**src/rtl/crt_cal_pkg.sv**
```systemverilog
// Package: shared defaults and the status flag bundle for the warm-up
// blanking controller. Assumes levels are unsigned millivolt codes.
package crt_cal_pkg;

    parameter int unsigned CAL_LVL_W   = 12;
    parameter int unsigned CAL_NCH     = 3;
    parameter int unsigned CAL_LO_MV   = 1500;
    parameter int unsigned CAL_HI_MV   = 3500;
    parameter int unsigned CAL_TGT_MV  = 2500;
    parameter int unsigned CAL_TOL_MV  = 100;
    parameter int unsigned CAL_GUARD_MS = 500;

    typedef struct packed {
        logic oor;
        logic win;
        logic high;
    } cal_flags_t;

endpackage

```
**src/rtl/cutoff_eval.sv**
```systemverilog
// Module: cutoff_eval
// Purely combinational evaluation of one measurement: per-channel range
// check, minimum across channels, window and high-side classification of
// that minimum. Assumes thresholds fit in LVL_W bits and WIN_LO <= WIN_HI.
module cutoff_eval #(
    parameter int unsigned LVL_W  = 12,
    parameter int unsigned NCH    = 3,
    parameter int unsigned LO_MV  = 1500,
    parameter int unsigned HI_MV  = 3500,
    parameter int unsigned WIN_LO = 2400,
    parameter int unsigned WIN_HI = 2600
) (
    input  logic [NCH-1:0][LVL_W-1:0] lvl,
    output crt_cal_pkg::cal_flags_t   eval
);

    localparam logic [LVL_W-1:0] LO_L  = LVL_W'(LO_MV);
    localparam logic [LVL_W-1:0] HI_L  = LVL_W'(HI_MV);
    localparam logic [LVL_W-1:0] WLO_L = LVL_W'(WIN_LO);
    localparam logic [LVL_W-1:0] WHI_L = LVL_W'(WIN_HI);

    logic [NCH-1:0]   ch_bad;
    logic [LVL_W-1:0] run_min [NCH];

    generate
        for (genvar i = 0; i < NCH; i++) begin : g_ch
            // Range check for channel i.
            assign ch_bad[i] = (lvl[i] < LO_L) || (lvl[i] > HI_L);
            if (i == 0) begin : g_first
                assign run_min[i] = lvl[i];
            end else begin : g_rest
                // Running minimum over channels 0..i.
                assign run_min[i] = (lvl[i] < run_min[i-1]) ? lvl[i] : run_min[i-1];
            end
        end
    endgenerate

    // Classify the lowest channel against the alignment window.
    always_comb begin
        eval.oor  = |ch_bad;
        eval.win  = (run_min[NCH-1] >= WLO_L) && (run_min[NCH-1] <= WHI_L);
        eval.high = (run_min[NCH-1] > WHI_L);
    end

endmodule

```
**src/rtl/warmup_timer.sv**
```systemverilog
// Module: warmup_timer
// Counts millisecond ticks from the rising of the horizontal enable and
// reports whether the guard interval is still running. Assumes ms_tick is
// a single-cycle pulse; the count saturates at GUARD_MS.
module warmup_timer #(
    parameter int unsigned GUARD_MS = 500
) (
    input  logic clk,
    input  logic rst_n,
    input  logic hout_en,
    input  logic ms_tick,
    output logic guard_on
);

    localparam int unsigned CW = $clog2(GUARD_MS + 1);
    localparam logic [CW-1:0] LIMIT = CW'(GUARD_MS);

    logic [CW-1:0] ms_cnt;

    // Tick counter, cleared while the deflection output is off.
    always_ff @(posedge clk) begin
        if (!rst_n || !hout_en) begin
            ms_cnt <= '0;
        end else if (ms_tick && (ms_cnt != LIMIT)) begin
            ms_cnt <= ms_cnt + 1'b1;
        end
    end

    // Guard interval runs until the limit is reached.
    assign guard_on = (ms_cnt != LIMIT);

    AST_GUARD_CNT_BOUNDED: assert property (@(posedge clk) disable iff (!rst_n)
        ms_cnt <= LIMIT);
    AST_GUARD_RESTARTS: assert property (@(posedge clk) disable iff (!rst_n)
        !hout_en |=> guard_on);

endmodule

```
**src/rtl/cal_status_ctrl.sv**
```systemverilog
// Module: cal_status_ctrl
// Holds the three calibration flags and the sticky blank latch. Flags load
// only on a valid strobe while enabled; clearing of the out-of-range flag
// waits for the guard interval; blanking is released on the flag's fall.
module cal_status_ctrl (
    input  logic                    clk,
    input  logic                    rst_n,
    input  logic                    hout_en,
    input  logic                    meas_vld,
    input  logic                    guard_on,
    input  crt_cal_pkg::cal_flags_t eval,
    output crt_cal_pkg::cal_flags_t flags_q,
    output logic                    blank_q
);

    crt_cal_pkg::cal_flags_t flags_d;
    logic                    blank_d;
    logic                    take;

    assign take = hout_en && meas_vld;

    // Next flag state: load on strobe, keep out-of-range set during guard.
    always_comb begin
        flags_d = flags_q;
        if (take) begin
            flags_d.win  = eval.win;
            flags_d.high = eval.high;
            if (eval.oor) begin
                flags_d.oor = 1'b1;
            end else if (!guard_on) begin
                flags_d.oor = 1'b0;
            end
        end
    end

    // Blank latch releases only on a 1->0 transition of the flag.
    always_comb begin
        blank_d = blank_q;
        if (flags_q.oor && !flags_d.oor) begin
            blank_d = 1'b0;
        end
    end

    // State registers; reset or disabled enable returns to the dark state.
    always_ff @(posedge clk) begin
        if (!rst_n || !hout_en) begin
            flags_q <= '{oor: 1'b1, win: 1'b0, high: 1'b0};
            blank_q <= 1'b1;
        end else begin
            flags_q <= flags_d;
            blank_q <= blank_d;
        end
    end

    AST_FAULT_SETS_OOR: assert property (@(posedge clk) disable iff (!rst_n)
        (hout_en && meas_vld && eval.oor) |=> flags_q.oor);
    AST_NO_CLEAR_IN_GUARD: assert property (@(posedge clk) disable iff (!rst_n)
        (flags_q.oor && guard_on) |=> flags_q.oor);
    AST_UNBLANK_ON_FALL: assert property (@(posedge clk) disable iff (!rst_n)
        $fell(blank_q) |-> $fell(flags_q.oor));
    AST_WIN_HIGH_EXCL: assert property (@(posedge clk) disable iff (!rst_n)
        !(flags_q.win && flags_q.high));
    AST_HOLD_NO_STROBE: assert property (@(posedge clk) disable iff (!rst_n)
        (hout_en && !meas_vld) |=> ($stable(flags_q) && $stable(blank_q)));
    AST_DISABLED_STATE: assert property (@(posedge clk) disable iff (!rst_n)
        !hout_en |=> (flags_q.oor && blank_q && !flags_q.win && !flags_q.high));

endmodule

```
**src/rtl/crt_warmup_blank_ctrl.sv**
```systemverilog
// Module: crt_warmup_blank_ctrl (top)
// Start-up blanking and cut-off status controller for a picture tube.
// Assumes one-cycle meas_vld and ms_tick pulses, synchronous inputs and
// a synchronous active-low reset.
module crt_warmup_blank_ctrl #(
    parameter int unsigned LVL_W    = crt_cal_pkg::CAL_LVL_W,
    parameter int unsigned LO_MV    = crt_cal_pkg::CAL_LO_MV,
    parameter int unsigned HI_MV    = crt_cal_pkg::CAL_HI_MV,
    parameter int unsigned TGT_MV   = crt_cal_pkg::CAL_TGT_MV,
    parameter int unsigned TOL_MV   = crt_cal_pkg::CAL_TOL_MV,
    parameter int unsigned INHIBIT_MS = crt_cal_pkg::CAL_GUARD_MS
) (
    input  logic             clk,
    input  logic             rst_n,
    input  logic             hout_en,
    input  logic             meas_vld,
    input  logic [LVL_W-1:0] cut_r_mv,
    input  logic [LVL_W-1:0] cut_g_mv,
    input  logic [LVL_W-1:0] cut_b_mv,
    input  logic             force_blank,
    input  logic             ms_tick,
    output logic             rgb_blank,
    output logic             cal_oor,
    output logic             cal_win,
    output logic             cal_high
);

    localparam int unsigned NCH    = crt_cal_pkg::CAL_NCH;
    localparam int unsigned WIN_LO = TGT_MV - TOL_MV;
    localparam int unsigned WIN_HI = TGT_MV + TOL_MV;

    logic [NCH-1:0][LVL_W-1:0] lvl_bus;
    crt_cal_pkg::cal_flags_t   eval;
    crt_cal_pkg::cal_flags_t   flags_q;
    logic                      guard_on;
    logic                      blank_q;

    assign lvl_bus = {cut_b_mv, cut_g_mv, cut_r_mv};

    cutoff_eval #(
        .LVL_W (LVL_W),
        .NCH   (NCH),
        .LO_MV (LO_MV),
        .HI_MV (HI_MV),
        .WIN_LO(WIN_LO),
        .WIN_HI(WIN_HI)
    ) u_eval (
        .lvl (lvl_bus),
        .eval(eval)
    );

    warmup_timer #(
        .GUARD_MS(INHIBIT_MS)
    ) u_timer (
        .clk     (clk),
        .rst_n   (rst_n),
        .hout_en (hout_en),
        .ms_tick (ms_tick),
        .guard_on(guard_on)
    );

    cal_status_ctrl u_ctrl (
        .clk     (clk),
        .rst_n   (rst_n),
        .hout_en (hout_en),
        .meas_vld(meas_vld),
        .guard_on(guard_on),
        .eval    (eval),
        .flags_q (flags_q),
        .blank_q (blank_q)
    );

    // Output drive: forced blanking overrides the warm-up latch.
    always_comb begin
        rgb_blank = blank_q | force_blank;
        cal_oor   = flags_q.oor;
        cal_win   = flags_q.win;
        cal_high  = flags_q.high;
    end

endmodule

```
**config.mk**
```make
export PLATFORM = sky130hd
export DESIGN_NAME = crt_warmup_blank_ctrl
export DESIGN_NICKNAME = d
export VERILOG_FILES = /design/src/rtl/crt_cal_pkg.sv /design/src/rtl/cutoff_eval.sv /design/src/rtl/warmup_timer.sv /design/src/rtl/cal_status_ctrl.sv /design/src/rtl/crt_warmup_blank_ctrl.sv
export SDC_FILE = /design/constraint.sdc
export NUM_CORES = 1
export LEC_CHECK = 0
export BUFFER_PORTS_ARGS = -buffer_cell sky130_fd_sc_hd__buf_2
export CORE_MARGIN = 10
export CORE_UTILIZATION = 48
export CTS_BUF_LIST = sky130_fd_sc_hd__clkbuf_4 sky130_fd_sc_hd__clkbuf_8 sky130_fd_sc_hd__clkbuf_16
export CTS_CLUSTER_SIZE = 30
export DETAILED_ROUTE_END_ITERATION = 16
export PLACE_DENSITY = 0.84
export REMOVE_ABC_BUFFERS = 1
export SLEW_MARGIN = 5
export SYNTH_ARGS = -nofsm -noshare
export SYNTH_HDL_FRONTEND = slang
export SYNTH_SLANG_ARGS = --single-unit
```
**constraint.sdc**
```tcl
create_clock -name clk -period 4.2 [get_ports clk]
set_input_delay 0.84 -clock clk [delete_from_list [all_inputs] [get_ports clk]]
set_output_delay 0.84 -clock clk [all_outputs]
set_load 0.005 [all_outputs]
```
==> flow_metrics.tcl <==
set metrics [dict create \
    grt_pass1_vias 1880 \
    utilization_pct 62.6 \
    whs_path_depth 2 \
    yosys_warnings 0 \
    end_kind "register" \
    r2r_cells 9 \
    ant_nets 0 \
    placed_cells 315 \
    min_from "u_ctrl.blank_q" \
    synth_top_area_share_pct 17.7 \
    htree_levels 1 \
    ir_drop_mv 0.0787 \
    n_antenna_cell 0 \
    power_density_nw_per_um2 198 \
    syn_inst 214 \
    drt-initial-drc-count 122 \
    clk_pin_slew_worst_paths_ns 0.08 \
    synth_area_sq_um 1630 \
    place_area_sq_um 2000 \
    portBuffers 45 \
    num_vias 1878 \
    avgViaCountPerCell 5.89 \
    finClkSkew_ns 0.00156 \
    fin_area_sq_um 2070 \
    fin_nets 339 \
    tightestPinTransition_ns 0.416 \
    async_flop_share_pct 0 \
    cts_tree "done" \
    worstReg2RegEnd "u_timer.ms_cnt[5]" \
    crit_path_max_fanout 8 \
    clock-sinks 13 \
    drc 0 \
    area_growth_pct 27.5 \
    cts_made_buffers 3 \
    grtUsageTotal_pct 15.1 \
    ioPinCount 46 \
    yosysSeqAreaShare_pct 16.0 \
    maxSlewViolCount 0 \
    fp.dieArea_sq_um 6120 \
    period_share_pct 95.4 \
    synth_seq_cells 13 \
    finalHoldViolations 0 \
    setup_violations 0 \
    drive_above_1_share_pct 27.5 \
    fp.dieH_um 78.2 \
    rows 21 \
    drv_cap 0 \
    synth_edf_count 0 \
    grt_setup_unrepaired "false" \
    worstPathRequired_ns 4.39 \
    dr.pass1.iters 4 \
    critPathArrivalTime_ns 4.20 \
    die_w_um 78.2 \
    start_kind "input pin" \
    grt_pass1_wl_um 8080 \
    initial_utilization_pct 49.1 \
    cts_buffer_depth 2 \
    layout_common_cells "buf_2, a21oi_1, ha_1, nor2_1, o21ai_0" \
    insertion_delay_ns 0.27 \
    syn_area_per_cell_sq_um 7.60 \
    holdPathEnd "u_ctrl.blank_q" \
    synthFlopType "dfxtp_1" \
    holdBufCountCts 0 \
    pre_cts_slack_ns -0.237 \
    core_sq_um 3310 \
    grt_overflow 0 \
    routed_wl_um 4800 \
    rrSetupSlack_ns 2.17 \
    grt_max_degree 14 \
    p_total_uw 410 \
    layout.cells.non_filler 319 \
    mostFrequentLayoutCell "buf_2" \
    fin_ws_ns 0.192 \
    slew_headroom_pct 72.2 \
    max_freq_mhz 250 \
    synthTopCellsByArea "ha_1, dfxtp_1, a21oi_1, nor2_1, mux2i_1" \
    antenna_found_initial 0 \
    drt-wirelength-per-cell_um 15.0 \
    period_needed_ns 4.01 \
    root_buffer "clkbuf_4" \
    timing.rr.start "u_timer.ms_cnt[0]" \
    p_leak_nw 0.922 \
    netlist-cell-type-count 46 \
    crit_type "in -> reg" \
    gp_congestion 0.962 \
    dp_hpwl_um 3890 \
    synth.largest_area_cell "ha_1" \
    status "complete, no violations" \
    hold_class "reg -> reg" \
]
final cells by class:
| type | instances | area, sq um |
|---|---|---|
| sequential | 13 | 260 |
| timing repair buffer | 59 | 334 |
| multi-input combinational | 182 | 1340 |
| inverter | 15 | 56.3 |
| clock buffer | 4 | 30.0 |
| fill | 333 | 1240 |
| tap | 46 | 57.6 |
report_power, final:
group / internal, mW / switching, mW
registers: 0.125 / 0.00124
clock network: 0.0433 / 0.0402
logic: 0.0924 / 0.109
total: 0.260 / 0.150
critical path, stage by stage:
cell       delay (ns)
buf_2            0.09
inv_1            0.05
ha_1             0.31
a2111oi_2        0.35
o21ai_1          0.16
a211oi_4         0.28
buf_4            0.20
nor2_1           0.04
a21oi_1          0.12
ha_1             0.26
o211ai_1         0.13
a21oi_1          0.18
nand3_1          0.12
mux2i_2          0.21
a221oi_4         0.10
or4b_1           0.53
a311oi_2         0.23
state kept, by name, indices dropped and copies added (netlist names):
| signal | flops |
|---|---|
| u_timer.ms_cnt | 9 |
| u_ctrl.flags_q | 3 |
| u_ctrl.blank_q | 1 |
cell families (layout without fill, tap and decap cells):
group,count (synthesis),count (layout),share of synthesized area (%)
and+or+nand+nor,66,66,20.0
DFF,13,13,16.0
adders and majority gates,23,23,17.7
AOI/OAI and AO/OA,80,80,34.1
xor gates and xnor gates,5,5,2.69
buffers and inverters,19,78,4.62
muxes,8,8,4.92
how the worst max path moves through the flow:
stage                       startpoint                end  slack [ns]  cells after the start
after floorplan            cut_r_mv[5]  u_ctrl.flags_q[1]       -0.23                     14
after global placement     cut_r_mv[5]  u_ctrl.flags_q[1]       -0.12                     16
after detailed placement   cut_r_mv[5]  u_ctrl.flags_q[1]       -0.24                     16
after CTS                  cut_r_mv[5]  u_ctrl.flags_q[1]        0.04                     16
after global routing      cut_r_mv[10]  u_ctrl.flags_q[1]       0.005                     17
final                      cut_r_mv[5]  u_ctrl.flags_q[1]        0.19                     17
stage by stage:
stage	hold slack, ns	TNS, ns
after floorplan	0.446	-0.403
after detailed placement	0.465	-0.389
after CTS	0.484	0
final	0.479	0
after global routing	0.508	0
after global placement	0.467	-0.146
synth_stat cells, types with 4 or more instances:
| library cell | n |
|---|---|
| nand2_1 | 12 |
| a31oi_1 | 6 |
| nand3_1 | 8 |
| nand4_1 | 4 |
| dfxtp_1 | 13 |
| mux2i_1 | 8 |
| or3_1 | 4 |
| inv_1 | 15 |
| a21oi_1 | 23 |
| ha_1 | 23 |
| o31a_1 | 4 |
| nor2_1 | 22 |
| a21o_1 | 5 |
| o211ai_1 | 4 |
| o21ai_0 | 16 |
timing repair:
item / CTS / global route
gates resized for setup: 0 / 9
buffers inserted: 0 / 0
endpoints found under the setup margin: 0 / 2
endpoints found under the hold margin: 0 / 0
metal layers:
layer,routed length [um],global-route usage [%],up-vias
met4,46,3.76,0
li1,-,-,932
met1,2000,18.0,868
met5,0,0,-
met2,2420,27.1,73
met3,337,2.73,5
(Power assumes the default switching activity.)
